$ cat src/rtl/lfw_pkg.sv
package lfw_pkg;
  localparam int REG_AW = 4;
  localparam int REG_DW = 16;
  localparam int TMO_W  = 8;

  localparam logic [REG_AW-1:0] A_CTRL  = 4'h0;
  localparam logic [REG_AW-1:0] A_SVC   = 4'h2;
  localparam logic [REG_AW-1:0] A_CAUSE = 4'h4;
  localparam logic [REG_AW-1:0] A_IRQC  = 4'h6;
  localparam logic [REG_AW-1:0] A_MISC  = 4'h8;

  localparam logic [REG_DW-1:0] KEY_ARM  = 16'h5555;
  localparam logic [REG_DW-1:0] KEY_FIRE = 16'hAAAA;

  // layout matches the control register bit positions
  typedef struct packed {
    logic [TMO_W-1:0] tmo;
    logic             susp_wait;
    logic             rsvd6;
    logic             no_ext;
    logic             no_int;
    logic             ext_en;
    logic             run_en;
    logic             susp_dbg;
    logic             susp_lp;
  } ctrl_t;

  typedef struct packed {
    logic             irq_en;
    logic             irq_flag;
    logic [5:0]       rsvd;
    logic [TMO_W-1:0] lead;
  } irqc_t;

  typedef struct packed {
    logic por;
    logic tmo;
    logic sft;
  } cause_t;

  function automatic logic [REG_DW-1:0] cause_word(cause_t c);
    return {11'b0, c.por, 2'b00, c.tmo, c.sft};
  endfunction
endpackage

$ cat src/rtl/lfw_regs.sv
module lfw_regs
  import lfw_pkg::*;
(
  input  logic              clk_i,
  input  logic              rst_ni,
  input  logic              sw_rst_i,
  input  logic              tmo_evt_i,
  input  logic              we_i,
  input  logic [REG_AW-1:0] addr_i,
  input  logic [REG_DW-1:0] wdata_i,
  input  logic              flag_set_i,
  output logic [REG_DW-1:0] rdata_o,
  output logic              start_o,
  output logic [TMO_W-1:0]  load_tmo_o,
  output logic              svc_we_o,
  output logic              other_we_o,
  output logic              run_en_o,
  output logic [2:0]        susp_en_o,
  output logic              ext_en_o,
  output logic              no_ext_o,
  output logic              no_int_o,
  output logic              irq_en_o,
  output logic              irq_flag_o,
  output logic [TMO_W-1:0]  lead_o,
  output cause_t            cause_o
);
  ctrl_t  ctrl_q, ctrl_n;
  irqc_t  irqc_q, irqc_n;
  cause_t cause_q;
  logic   misc_q;
  logic   ctrl_we, irqc_we, misc_we;

  assign ctrl_we    = we_i && (addr_i == A_CTRL);
  assign irqc_we    = we_i && (addr_i == A_IRQC);
  assign misc_we    = we_i && (addr_i == A_MISC);
  assign svc_we_o   = we_i && (addr_i == A_SVC);
  assign other_we_o = we_i && (addr_i != A_SVC);

  always_comb begin
    ctrl_n        = ctrl_t'(wdata_i);
    ctrl_n.rsvd6  = 1'b0;
    ctrl_n.run_en = wdata_i[2] | ctrl_q.run_en;  // enable is sticky
    irqc_n          = irqc_t'(wdata_i);
    irqc_n.rsvd     = '0;
    irqc_n.irq_flag = flag_set_i | (irqc_q.irq_flag & ~wdata_i[14]);
  end

  always_ff @(posedge clk_i or negedge rst_ni) begin
    if (!rst_ni) begin
      ctrl_q  <= '0;
      irqc_q  <= '0;
      misc_q  <= 1'b0;
      cause_q <= '{por: 1'b1, tmo: 1'b0, sft: 1'b0};
    end else if (tmo_evt_i || sw_rst_i) begin
      ctrl_q  <= '0;
      irqc_q  <= '0;
      misc_q  <= 1'b0;
      cause_q <= tmo_evt_i ? '{por: 1'b0, tmo: 1'b1, sft: 1'b0}
                           : '{por: 1'b0, tmo: 1'b0, sft: 1'b1};
    end else begin
      if (ctrl_we) ctrl_q <= ctrl_n;
      if (irqc_we) irqc_q <= irqc_n;
      else if (flag_set_i) irqc_q.irq_flag <= 1'b1;
      if (misc_we) misc_q <= wdata_i[0];
    end
  end

  always_comb begin
    unique case (addr_i)
      A_CTRL:  rdata_o = ctrl_q;
      A_CAUSE: rdata_o = cause_word(cause_q);
      A_IRQC:  rdata_o = irqc_q;
      A_MISC:  rdata_o = {{(REG_DW-1){1'b0}}, misc_q};
      default: rdata_o = '0;
    endcase
  end

  assign start_o    = ctrl_we && wdata_i[2] && !ctrl_q.run_en;
  assign load_tmo_o = ctrl_we ? wdata_i[15:8] : ctrl_q.tmo;
  assign run_en_o   = ctrl_q.run_en;
  assign susp_en_o  = {ctrl_q.susp_wait, ctrl_q.susp_dbg, ctrl_q.susp_lp};
  assign ext_en_o   = ctrl_q.ext_en;
  assign no_ext_o   = ctrl_q.no_ext;
  assign no_int_o   = ctrl_q.no_int;
  assign irq_en_o   = irqc_q.irq_en;
  assign irq_flag_o = irqc_q.irq_flag;
  assign lead_o     = irqc_q.lead;
  assign cause_o    = cause_q;
endmodule

$ cat src/rtl/lfw_keyseq.sv
module lfw_keyseq
  import lfw_pkg::*;
(
  input  logic              clk_i,
  input  logic              rst_ni,
  input  logic              clr_i,
  input  logic              svc_we_i,
  input  logic              other_we_i,
  input  logic [REG_DW-1:0] wdata_i,
  output logic              reload_o
);
  typedef enum logic {KS_IDLE, KS_ARMED} ks_e;
  ks_e state_q;

  assign reload_o = svc_we_i && (state_q == KS_ARMED) && (wdata_i == KEY_FIRE);

  always_ff @(posedge clk_i or negedge rst_ni) begin
    if (!rst_ni) begin
      state_q <= KS_IDLE;
    end else if (clr_i || other_we_i) begin
      state_q <= KS_IDLE;
    end else if (svc_we_i) begin
      // any service write other than the arm key drops back to idle
      state_q <= (wdata_i == KEY_ARM) ? KS_ARMED : KS_IDLE;
    end
  end
endmodule

$ cat src/rtl/lfw_counter.sv
module lfw_counter #(
  parameter int UNIT_CYCLES = 16384,
  parameter int TMO_W       = 8
) (
  input  logic             clk_i,
  input  logic             rst_ni,
  input  logic             clr_i,
  input  logic             start_i,
  input  logic             reload_i,
  input  logic [TMO_W-1:0] load_tmo_i,
  input  logic             run_i,
  input  logic [TMO_W-1:0] lead_i,
  output logic [TMO_W:0]   units_o,
  output logic             tmo_evt_o,
  output logic             flag_set_o
);
  localparam int UNITS_W = TMO_W + 1;
  localparam int PRE_W   = (UNIT_CYCLES > 1) ? $clog2(UNIT_CYCLES) : 1;
  localparam logic [PRE_W-1:0] PRE_LAST = PRE_W'(UNIT_CYCLES - 1);

  logic [PRE_W-1:0]   pre_q;
  logic [UNITS_W-1:0] units_q;
  logic               tick;

  assign tick       = run_i && (pre_q == PRE_LAST);
  assign tmo_evt_o  = tick && (units_q == UNITS_W'(1));
  assign flag_set_o = tick && (lead_i != '0) &&
                      ((units_q - UNITS_W'(1)) == {1'b0, lead_i});
  assign units_o    = units_q;

  always_ff @(posedge clk_i or negedge rst_ni) begin
    if (!rst_ni) begin
      pre_q   <= '0;
      units_q <= '0;
    end else if (clr_i) begin
      pre_q   <= '0;
      units_q <= '0;
    end else if (start_i || reload_i) begin
      pre_q   <= '0;
      units_q <= {1'b0, load_tmo_i} + UNITS_W'(1);
    end else if (run_i) begin
      pre_q <= tick ? '0 : pre_q + PRE_W'(1);
      if (tick) units_q <= units_q - UNITS_W'(1);
    end
  end
endmodule

$ cat src/rtl/lf_watchdog.sv
module lf_watchdog
  import lfw_pkg::*;
#(
  parameter int UNIT_CYCLES = 16384
) (
  input  logic              clk_i,
  input  logic              rst_ni,
  input  logic              sw_rst_i,
  input  logic              wait_mode_i,
  input  logic              dbg_mode_i,
  input  logic              lp_mode_i,
  input  logic              reg_we_i,
  input  logic [REG_AW-1:0] reg_addr_i,
  input  logic [REG_DW-1:0] reg_wdata_i,
  output logic [REG_DW-1:0] reg_rdata_o,
  output logic              int_rst_o,
  output logic              ext_rst_o,
  output logic              irq_o
);
  logic             start, svc_we, other_we, reload;
  logic [TMO_W-1:0] load_tmo, lead;
  logic             run_en, ext_en, no_ext, no_int, irq_en, irq_flag;
  logic [2:0]       susp_en;
  logic             susp, tmo_evt, flag_set;
  logic [TMO_W:0]   units;
  cause_t           cause;
  logic             int_rst_q, ext_rst_q;

  lfw_regs u_regs (
    .clk_i      (clk_i),
    .rst_ni     (rst_ni),
    .sw_rst_i   (sw_rst_i),
    .tmo_evt_i  (tmo_evt),
    .we_i       (reg_we_i),
    .addr_i     (reg_addr_i),
    .wdata_i    (reg_wdata_i),
    .flag_set_i (flag_set),
    .rdata_o    (reg_rdata_o),
    .start_o    (start),
    .load_tmo_o (load_tmo),
    .svc_we_o   (svc_we),
    .other_we_o (other_we),
    .run_en_o   (run_en),
    .susp_en_o  (susp_en),
    .ext_en_o   (ext_en),
    .no_ext_o   (no_ext),
    .no_int_o   (no_int),
    .irq_en_o   (irq_en),
    .irq_flag_o (irq_flag),
    .lead_o     (lead),
    .cause_o    (cause)
  );

  lfw_keyseq u_keyseq (
    .clk_i      (clk_i),
    .rst_ni     (rst_ni),
    .clr_i      (sw_rst_i | tmo_evt),
    .svc_we_i   (svc_we),
    .other_we_i (other_we),
    .wdata_i    (reg_wdata_i),
    .reload_o   (reload)
  );

  // susp_en = {wait, debug, low-power}
  assign susp = |(susp_en & {wait_mode_i, dbg_mode_i, lp_mode_i});

  lfw_counter #(
    .UNIT_CYCLES (UNIT_CYCLES),
    .TMO_W       (TMO_W)
  ) u_counter (
    .clk_i      (clk_i),
    .rst_ni     (rst_ni),
    .clr_i      (sw_rst_i | tmo_evt),
    .start_i    (start),
    .reload_i   (reload),
    .load_tmo_i (load_tmo),
    .run_i      (run_en & ~susp),
    .lead_i     (lead),
    .units_o    (units),
    .tmo_evt_o  (tmo_evt),
    .flag_set_o (flag_set)
  );

  always_ff @(posedge clk_i or negedge rst_ni) begin
    if (!rst_ni) begin
      int_rst_q <= 1'b0;
      ext_rst_q <= 1'b0;
    end else begin
      int_rst_q <= tmo_evt & ~no_int;
      ext_rst_q <= tmo_evt & ext_en & ~no_ext;
    end
  end

  assign int_rst_o = int_rst_q;
  assign ext_rst_o = ext_rst_q;
  assign irq_o     = irq_en & irq_flag;
endmodule

$ cat config.mk
export PLATFORM = sky130hd
export DESIGN_NAME = lf_watchdog
export DESIGN_NICKNAME = d
export VERILOG_FILES = /design/src/rtl/lfw_pkg.sv /design/src/rtl/lfw_regs.sv /design/src/rtl/lfw_keyseq.sv /design/src/rtl/lfw_counter.sv /design/src/rtl/lf_watchdog.sv
export SDC_FILE = /design/constraint.sdc
export NUM_CORES = 1
export LEC_CHECK = 0
export ABC_AREA = 1
export BUFFER_PORTS_ARGS = -buffer_cell sky130_fd_sc_hd__buf_2
export CAP_MARGIN = 30
export CORE_UTILIZATION = 28
export DETAILED_ROUTE_END_ITERATION = 12
export GPL_TIMING_DRIVEN = 1
export HOLD_SLACK_MARGIN = 0.15
export PLACE_DENSITY_LB_ADDON = 0.05
export SLEW_MARGIN = 5
export SYNTH_ARGS = -nofsm -noshare
export SYNTH_HDL_FRONTEND = slang
export SYNTH_SLANG_ARGS = --single-unit
$ cat constraint.sdc
create_clock -name clk_i -period 1.6 [get_ports clk_i]
set_input_delay 0.16 -clock clk_i [delete_from_list [all_inputs] [get_ports clk_i]]
set_output_delay 0.16 -clock clk_i [all_outputs]
set_load 0.02 [all_outputs]
==> results.py, run 1 <==
metrics = {
    "die": {
        "die_h_um": 119,
        "core_area_um2": 13200,
        "rows": 42,
        "io_pins": 46,
        "die_w_um": 119,
        "dieArea_um2": 14100,
        "start_util_pct": 28.8,
    },
    "logic_synthesis": {
        "muxShareOfSynthArea_pct": 0.262,
        "synthFlopType": "dfrtp_1",
        "ys_seq_elements": 55,
        "yosys.area.top_type_share_pct": 35.4,
        "yosys_warnings": 0,
        "synth_area_leader_cell": "dfrtp_1",
        "synth_compound_area_share_pct": 8.49,
        "synth_xor_area_share_pct": 0.918,
        "synth_edf_count": 0,
        "synth.distinct_cells": 39,
        "syn_area_um2": 3810,
        "postSynthCellCount": 566,
        "synth_top_family_by_area": "simple AND/OR/NAND/NOR gates",
        "yosys.area_share.simple_pct": 41.2,
        "synth_area_per_cell_um2": 6.74,
        "synth.area.top_cells": "dfrtp_1 (35%), nand2_1 (16%), inv_1 (8.0%), nor2_1 (7.5%), nand3_1 (7.0%)",
        "syn_nets": 597,
        "synthAdderAreaFrac_pct": 1.31,
        "ys_seq_area_share_pct": 36.1,
        "synthArstFlopShare_pct": 100,
    },
    "critical_path": {
        "reg2reg_from": "u_counter.pre_q[1]$_DFFE_PN0P_",
        "path_max_fanout": 7,
        "end_kind": "flop",
        "reg2reg_to": "u_regs.ctrl_q[11]$_DFFE_PN0P_",
        "cp-start-kind": "flop",
        "cp_data_arrival_time_ps": 1970,
        "required_ps": 1800,
        "reg2reg_depth": 11,
        "worstSetupPathType": "reg -> reg",
        "cp-startpoint": "u_counter.pre_q[1]$_DFFE_PN0P_",
        "critical_path.cell_chain": "ha_2 -> nand2_2 -> nor2_4 -> nand2_4 -> nor3_4 -> nand3_4 -> nand2_8 -> buf_12 -> buf_16 -> buf_4 -> nor2_1",
        "crit_path_end": "u_regs.ctrl_q[11]$_DFFE_PN0P_",
        "critPathSlowestCell": "dfrtp_1",
        "cp_slowest_stage_delay_ps": 360,
        "rrSetupSlack_ps": -170,
    },
    "final_layout": {
        "drive_gt1_share_pct": 31.2,
        "fin_util_pct": 41.7,
        "synthToLayoutAreaGrowth_pct": 44.9,
        "diodes": 0,
        "final_nets": 747,
    },
    "sta": {
        "whs_ps": 136,
        "hold_viol_final": 0,
        "layout_setup_ws_ps": -173,
        "setup_viol": 51,
        "grt_setup_unrepaired": "yes",
        "drv_slew": 0,
        "post-route-period-util_pct": 111,
        "post-route-min-period_ps": 1770,
        "relSlewSlack_pct": 75.6,
        "clock_skew_ps": 10.3,
        "max_freq_mhz": 564,
        "worst_slew_pin_slew_ps": 362,
    },
    "pwr": {
        "p_int_uw": 2660,
        "p_leak_uw": 0.00270,
        "combPwrFrac_pct": 27.4,
        "p_sw_share_pct": 31.7,
        "ir_worst_vdd_uv": 605,
        "power_density_nw_per_um2": 706,
        "pwr-share-clk_pct": 34.5,
        "power.switching_uw": 1240,
        "seq_power_share_pct": 38.2,
    },
    "clocking": {
        "clockBufferDepth": 2,
        "clkSinkCount": 55,
        "worst_setup_hold_path_clk_slew_ps": 80,
        "cts_made_buffers": 5,
        "cts_tree": "yes",
        "cts_htree_levels": 2,
        "clk-insertion-delay-late_ps": 310,
        "cts_root_buf": "clkbuf_16",
    },
    "route": {
        "vias_per_cell": 4.66,
        "routed_wl_mm": 13.2,
        "drt_iter0_drc": 231,
        "route.detailed.drc": 0,
        "post_drt_wl_per_cell_um": 14.8,
        "vias": 4162,
        "antenna_left": 0,
        "first_pass_iters": 5,
    },
    "place": {
        "gp_congestion": 0.856,
        "io_buffers": 45,
        "hpwl_mm": 9.89,
    },
    "status": {
        "outcome": "complete, but fails checks",
        "violations": "setup timing",
    },
    "grt": {
        "overflow": 0,
        "antenna_found_initial": 0,
        "grt_usage_pct": 19.0,
        "grt_pass1_wl_mm": 20.6,
        "grt_max_degree": 56,
        "grt_pass1_vias": 3926,
    },
    "hold_path": {
        "hp-class": "in -> reg",
        "min_from": "sw_rst_i",
    },
    "job": {
        "max_cap_viol_count": 0,
    },
}
==> cell type report <==
cell class / count / area (um2)
sequential: 55 / 1380
timing repair inverter: 1 / 8.76
timing repair buffer: 155 / 1190
clock inverter: 3 / 47.5
inverter: 87 / 342
tap: 176 / 220
fill: 1392 / 7720
multi-input combinational: 411 / 2210
clock buffer: 5 / 125
==> synthesized netlist by cell type (2+ instances only) <==
cell and instances:
nand2_1 158, o21ai_0 23, o221ai_1 2, dfrtp_1 54
nand3_1 53, o22ai_1 6, nand3_4 2, nor2_4 4
o21ai_1 13, nand4_1 24, buf_4 3, nand3_2 2
nand2_4 3, nand2_2 2, xor2_1 4, nor2_2 3
a21oi_1 9, ha_1 4, inv_4 2, buf_2 4
nor2_1 76, buf_6 6, nor4_1 2, nor3_1 9
inv_1 81, inv_2 4
==> critical path: cells and delay by family (launching register included) <==
family | cells | cell delay [ps]
simple gates | 7 | 750
flops | 1 | 360
buf+inv | 3 | 350
fa+ha+maj | 1 | 190
==> worst min-delay path by stage <==
stage,endpoint,slack (ps),depth (start not counted)
4_1_cts,u_regs.cause_o[0]$_DFFE_PN0N_,160,3
3_3_place_gp,ext_rst_o$_DFF_PN0_,200,2
2_1_floorplan,ext_rst_o$_DFF_PN0_,-140,0
6_report,u_regs.cause_o[0]$_DFFE_PN0N_,140,3
3_5_place_dp,ext_rst_o$_DFF_PN0_,200,2
5_1_grt,u_regs.cause_o[0]$_DFFE_PN0N_,170,3
==> routing by layer <==
| metal | vias to the layer above | track usage [%] | part of all wire, % |
|---|---|---|---|
| li1 | 2129 | - | - |
| met1 | 1941 | 27.7 | 51 |
| met2 | 84 | 28.9 | 44 |
| met3 | 8 | 2.46 | 3.8 |
| met4 | 0 | 6.01 | 1.2 |
| met5 | - | 0 | 0 |
==> power groups by stage <==
stage          logic, uW  registers, uW  clock network, uW
6_report            1070           1490               1350
5_1_grt             1190           1500               1430
4_1_cts             1010           1490               1390
3_5_place_dp         944           1520                  0
3_3_place_gp         948           1520                  0
2_1_floorplan        498           1510                  0
==> timing repair <==
item                                   in CTS  in global routing
endpoints found under the hold margin      58                  0
hold buffers                                4                  0
setup endpoints to repair                  47                 54
pin swaps                                   2                  3
cloned                                      1                  2
gates resized for setup                    28                 34
buffers inserted                            5                  7
==> logic make-up (layout without fill, tap and decap cells) <==
logic type      count (synthesis)  in the layout
xor+xnor                        4              4
compound gates                 58             58
flops                          55             55
simple gates                  343            344
mux                             1              1
fa+ha+maj                       4              4
buf+inv                       101            251
==> through the flow <==
stage                     instances  cell area (um2)  total power [uW]  setup slack [ps]  setup TNS (ps)
final                           893             5530              3900              -173           -6680
after global routing            893             5530              4120              -269          -11670
after CTS                       884             5320              3890              -158           -4990
after detailed placement        866             4940              2460              -235           -5560
after global placement          866             4940              2460              -276           -5400
after floorplan                 566             3850              2010             -65.2           -2190
==> registers in the layout, summed over array words and instances (netlist names), 3 cells and up <==
signal,cells
u_regs.susp_en_o,3
u_counter.units_o,9
u_counter.pre_q,14
u_regs.cause_o,3
u_regs.lead_o,8
u_regs.ctrl_q,8
==> cells in the final DEF (no fill, tap or decap), types with 2 or more instances in the layout <==
master / Yosys / final
nand2_2: 2 / 3
dfrtp_1: 54 / 54
nand4_1: 24 / 24
o21ai_2: 1 / 4
o21ai_0: 23 / 10
inv_2: 4 / 5
dlygate4sd3_1: 0 / 4
inv_1: 81 / 80
o21ai_1: 13 / 22
nand2_1: 158 / 154
nand3_4: 2 / 3
inv_6: 0 / 2
nor2_4: 4 / 12
a21oi_1: 9 / 9
clkbuf_16: 0 / 5
nand3_2: 2 / 7
nor3_2: 0 / 2
nand2_4: 3 / 5
nand3_1: 53 / 47
nor2_1: 76 / 61
ha_1: 4 / 2
o221ai_1: 2 / 2
buf_6: 6 / 4
buf_12: 0 / 7
xor2_1: 4 / 4
nand2_8: 1 / 3
buf_4: 3 / 93
nor2_2: 3 / 10
nor3_1: 9 / 7
o22ai_1: 6 / 6
buf_2: 4 / 45
Note: power is estimated with default switching activity, not from simulation.
==> run 2, diff against run 1 <==
- CAP_MARGIN: 30 -> unset
- CORE_UTILIZATION: 28 -> 53
==> results.py, run 2 (same netlist as run 1, synthesis figures left out) <==
metrics = {
    "critical_path": {
        "path_max_fanout": 7,
        "worstSetupPathType": "reg -> reg",
        "end_kind": "flop",
        "required_ps": 1810,
        "cp_data_arrival_time_ps": 2010,
        "cp-start-kind": "flop",
    },
    "route": {
        "vias": 4298,
        "route.detailed.drc": 0,
        "first_pass_iters": 5,
        "drt_iter0_drc": 296,
        "routed_wl_mm": 11.7,
        "antenna_left": 0,
        "post_drt_wl_per_cell_um": 14.7,
        "vias_per_cell": 5.40,
    },
    "sta": {
        "drv_slew": 0,
        "grt_setup_unrepaired": "yes",
        "worst_slew_pin_slew_ps": 430,
        "clock_skew_ps": 18.1,
        "hold_viol_final": 0,
        "relSlewSlack_pct": 71.0,
        "layout_setup_ws_ps": -194,
        "post-route-period-util_pct": 112,
        "post-route-min-period_ps": 1790,
        "max_freq_mhz": 557,
        "setup_viol": 52,
    },
    "grt": {
        "grt_use_met2_pct": 54.9,
        "met3_usage_pct": 4.76,
        "grt_pass1_vias": 4111,
        "overflow": 0,
        "grt_busiest_layer": "met2",
        "grt_usage_pct": 32.8,
        "grt_pass1_wl_mm": 19.1,
        "grt_max_degree": 56,
        "antenna_found_initial": 0,
        "met1_usage_pct": 43.6,
    },
    "die": {
        "rows": 30,
        "start_util_pct": 55.5,
        "die_w_um": 86.8,
        "die_h_um": 86.8,
        "dieArea_um2": 7540,
        "io_pins": 46,
        "core_area_um2": 6870,
    },
    "hold_path": {
        "hp-class": "in -> reg",
    },
    "final_layout": {
        "final_nets": 730,
        "layout_commonest_cell": "nand2_1",
        "drive_gt1_share_pct": 29.1,
        "largest_reg_flops": 14,
        "synthToLayoutAreaGrowth_pct": 33.7,
        "largest_register": "u_counter.pre_q",
        "fill_cells": 572,
        "diodes": 0,
        "fin_util_pct": 74.2,
        "final_cell_mix": "nand2_1 (151), buf_4 (81), inv_1 (80)",
    },
    "pwr": {
        "power.switching_uw": 1110,
        "p_leak_uw": 0.00257,
        "seq_power_share_pct": 43.6,
        "p_int_uw": 2310,
        "ir_worst_vdd_uv": 441,
        "power_density_nw_per_um2": 672,
        "total_power_uw": 3420,
        "pwr-share-clk_pct": 28.5,
        "combPwrFrac_pct": 27.9,
        "p_sw_share_pct": 32.5,
    },
    "clocking": {
        "cts_tree": "yes",
        "clk-insertion-delay-late_ps": 320,
        "cts_htree_levels": 2,
        "worst_setup_hold_path_clk_slew_ps": 110,
        "cts_made_buffers": 5,
        "clockBufferDepth": 2,
        "cts_root_buf": "clkbuf_8",
        "clkSinkCount": 55,
    },
    "status": {
        "outcome": "complete, but fails checks",
        "violations": "setup timing",
    },
    "place": {
        "io_buffers": 45,
        "dp_slack_ps": -238,
        "hpwl_mm": 8.57,
        "gp_congestion": 0.985,
    },
    "job": {
        "max_cap_viol_count": 0,
    },
}
## run 2: cell count changes in the layout (fill, tap and decap cells not counted), moves of 4 or more
cell,before,now
buf_4,93,81
clkbuf_8,0,5
nor2_4,12,5
o21ai_0,10,14
clkbuf_16,5,0
nand2_2,3,7
nor2_1,61,69
## run 2: worst max-delay path, stage by stage (launching register included)
cell	delay, ps
dfrtp_1	380
ha_2	190
nand2_2	80
nor2_4	140
nand2_4	80
nor3_4	150
nand3_2	130
nand2_4	160
clkinv_8	120
buf_4	150
nand3_2	60
o31ai_2	60
## run 2: power groups by stage
| stage | sequential, uW | clock (uW) | combinational (uW) |
|---|---|---|---|
| after floorplan | 1510 | 0 | 498 |
| after global placement | 1520 | 0 | 835 |
| after detailed placement | 1520 | 0 | 855 |
| after CTS | 1490 | 981 | 899 |
| after global routing | 1500 | 1020 | 1060 |
| final | 1490 | 977 | 955 |
## run 2: cell type report
class | instances | area [um2] | area share (%)
Multi-Input combinational cell | 411 | 2140 | 41.9
Timing Repair Buffer | 138 | 1000 | 19.6
Timing Repair inverter | 1 | 8.76 | 0.172
Inverter | 87 | 342 | 6.70
Sequential cell | 55 | 1380 | 27.0
Tap cell | 96 | 120 | 2.36
Clock inverter | 3 | 46.3 | 0.908
Clock buffer | 5 | 68.8 | 1.35
## run 2: path summary, 6_finish.rpt
check / from / endpoint / slack [ps] / depth (start not counted)
worst max-delay path: u_counter.pre_q[1]$_DFFE_PN0P_ / u_regs.misc_q$_DFFE_PN0P_ / -190 / 11
worst min-delay path: reg_wdata_i[15] / u_regs.irq_en_o$_DFFE_PN0P_ / 160 / 3
worst max register to register: u_counter.pre_q[1]$_DFFE_PN0P_ / u_regs.misc_q$_DFFE_PN0P_ / -190 / 11
worst min register to register: u_regs.no_int_o$_DFFE_PN0P_ / int_rst_o$_DFF_PN0_ / 440 / 1
max in group asynchronous: rst_ni / u_regs.cause_o[2]$_DFFE_PN1N_ / 940 / 3
min in group asynchronous: rst_ni / u_regs.susp_en_o[2]$_DFFE_PN0P_ / 380 / 3
## run 2: what timing repair did
| action | CTS | global route |
|---|---|---|
| buffers inserted | 9 | 7 |
| cloned | 1 | 1 |
| gates resized for setup | 19 | 22 |
| hold buffers | 3 | 0 |
| endpoints found under the setup margin | 50 | 55 |
| hold endpoints to repair | 57 | 0 |
| pin swaps | 7 | 9 |
## run 2: stage by stage
stage | std cells | setup TNS (ps) | hold WS [ps] | instance area, um2
3_3_place_gp | 767 | -4460 | 186 | 4670
6_report | 796 | -6750 | 156 | 5100
4_1_cts | 788 | -6370 | 156 | 4960
3_5_place_dp | 767 | -6040 | 187 | 4670
2_1_floorplan | 566 | -2190 | -136 | 3850
5_1_grt | 796 | -12390 | 174 | 5100
## run 2: metal layers
metal | vias up | routed length, um
met5 | - | 0
met4 | 0 | 292
met3 | 29 | 744
met2 | 181 | 5580
met1 | 2007 | 5120
li1 | 2081 | -
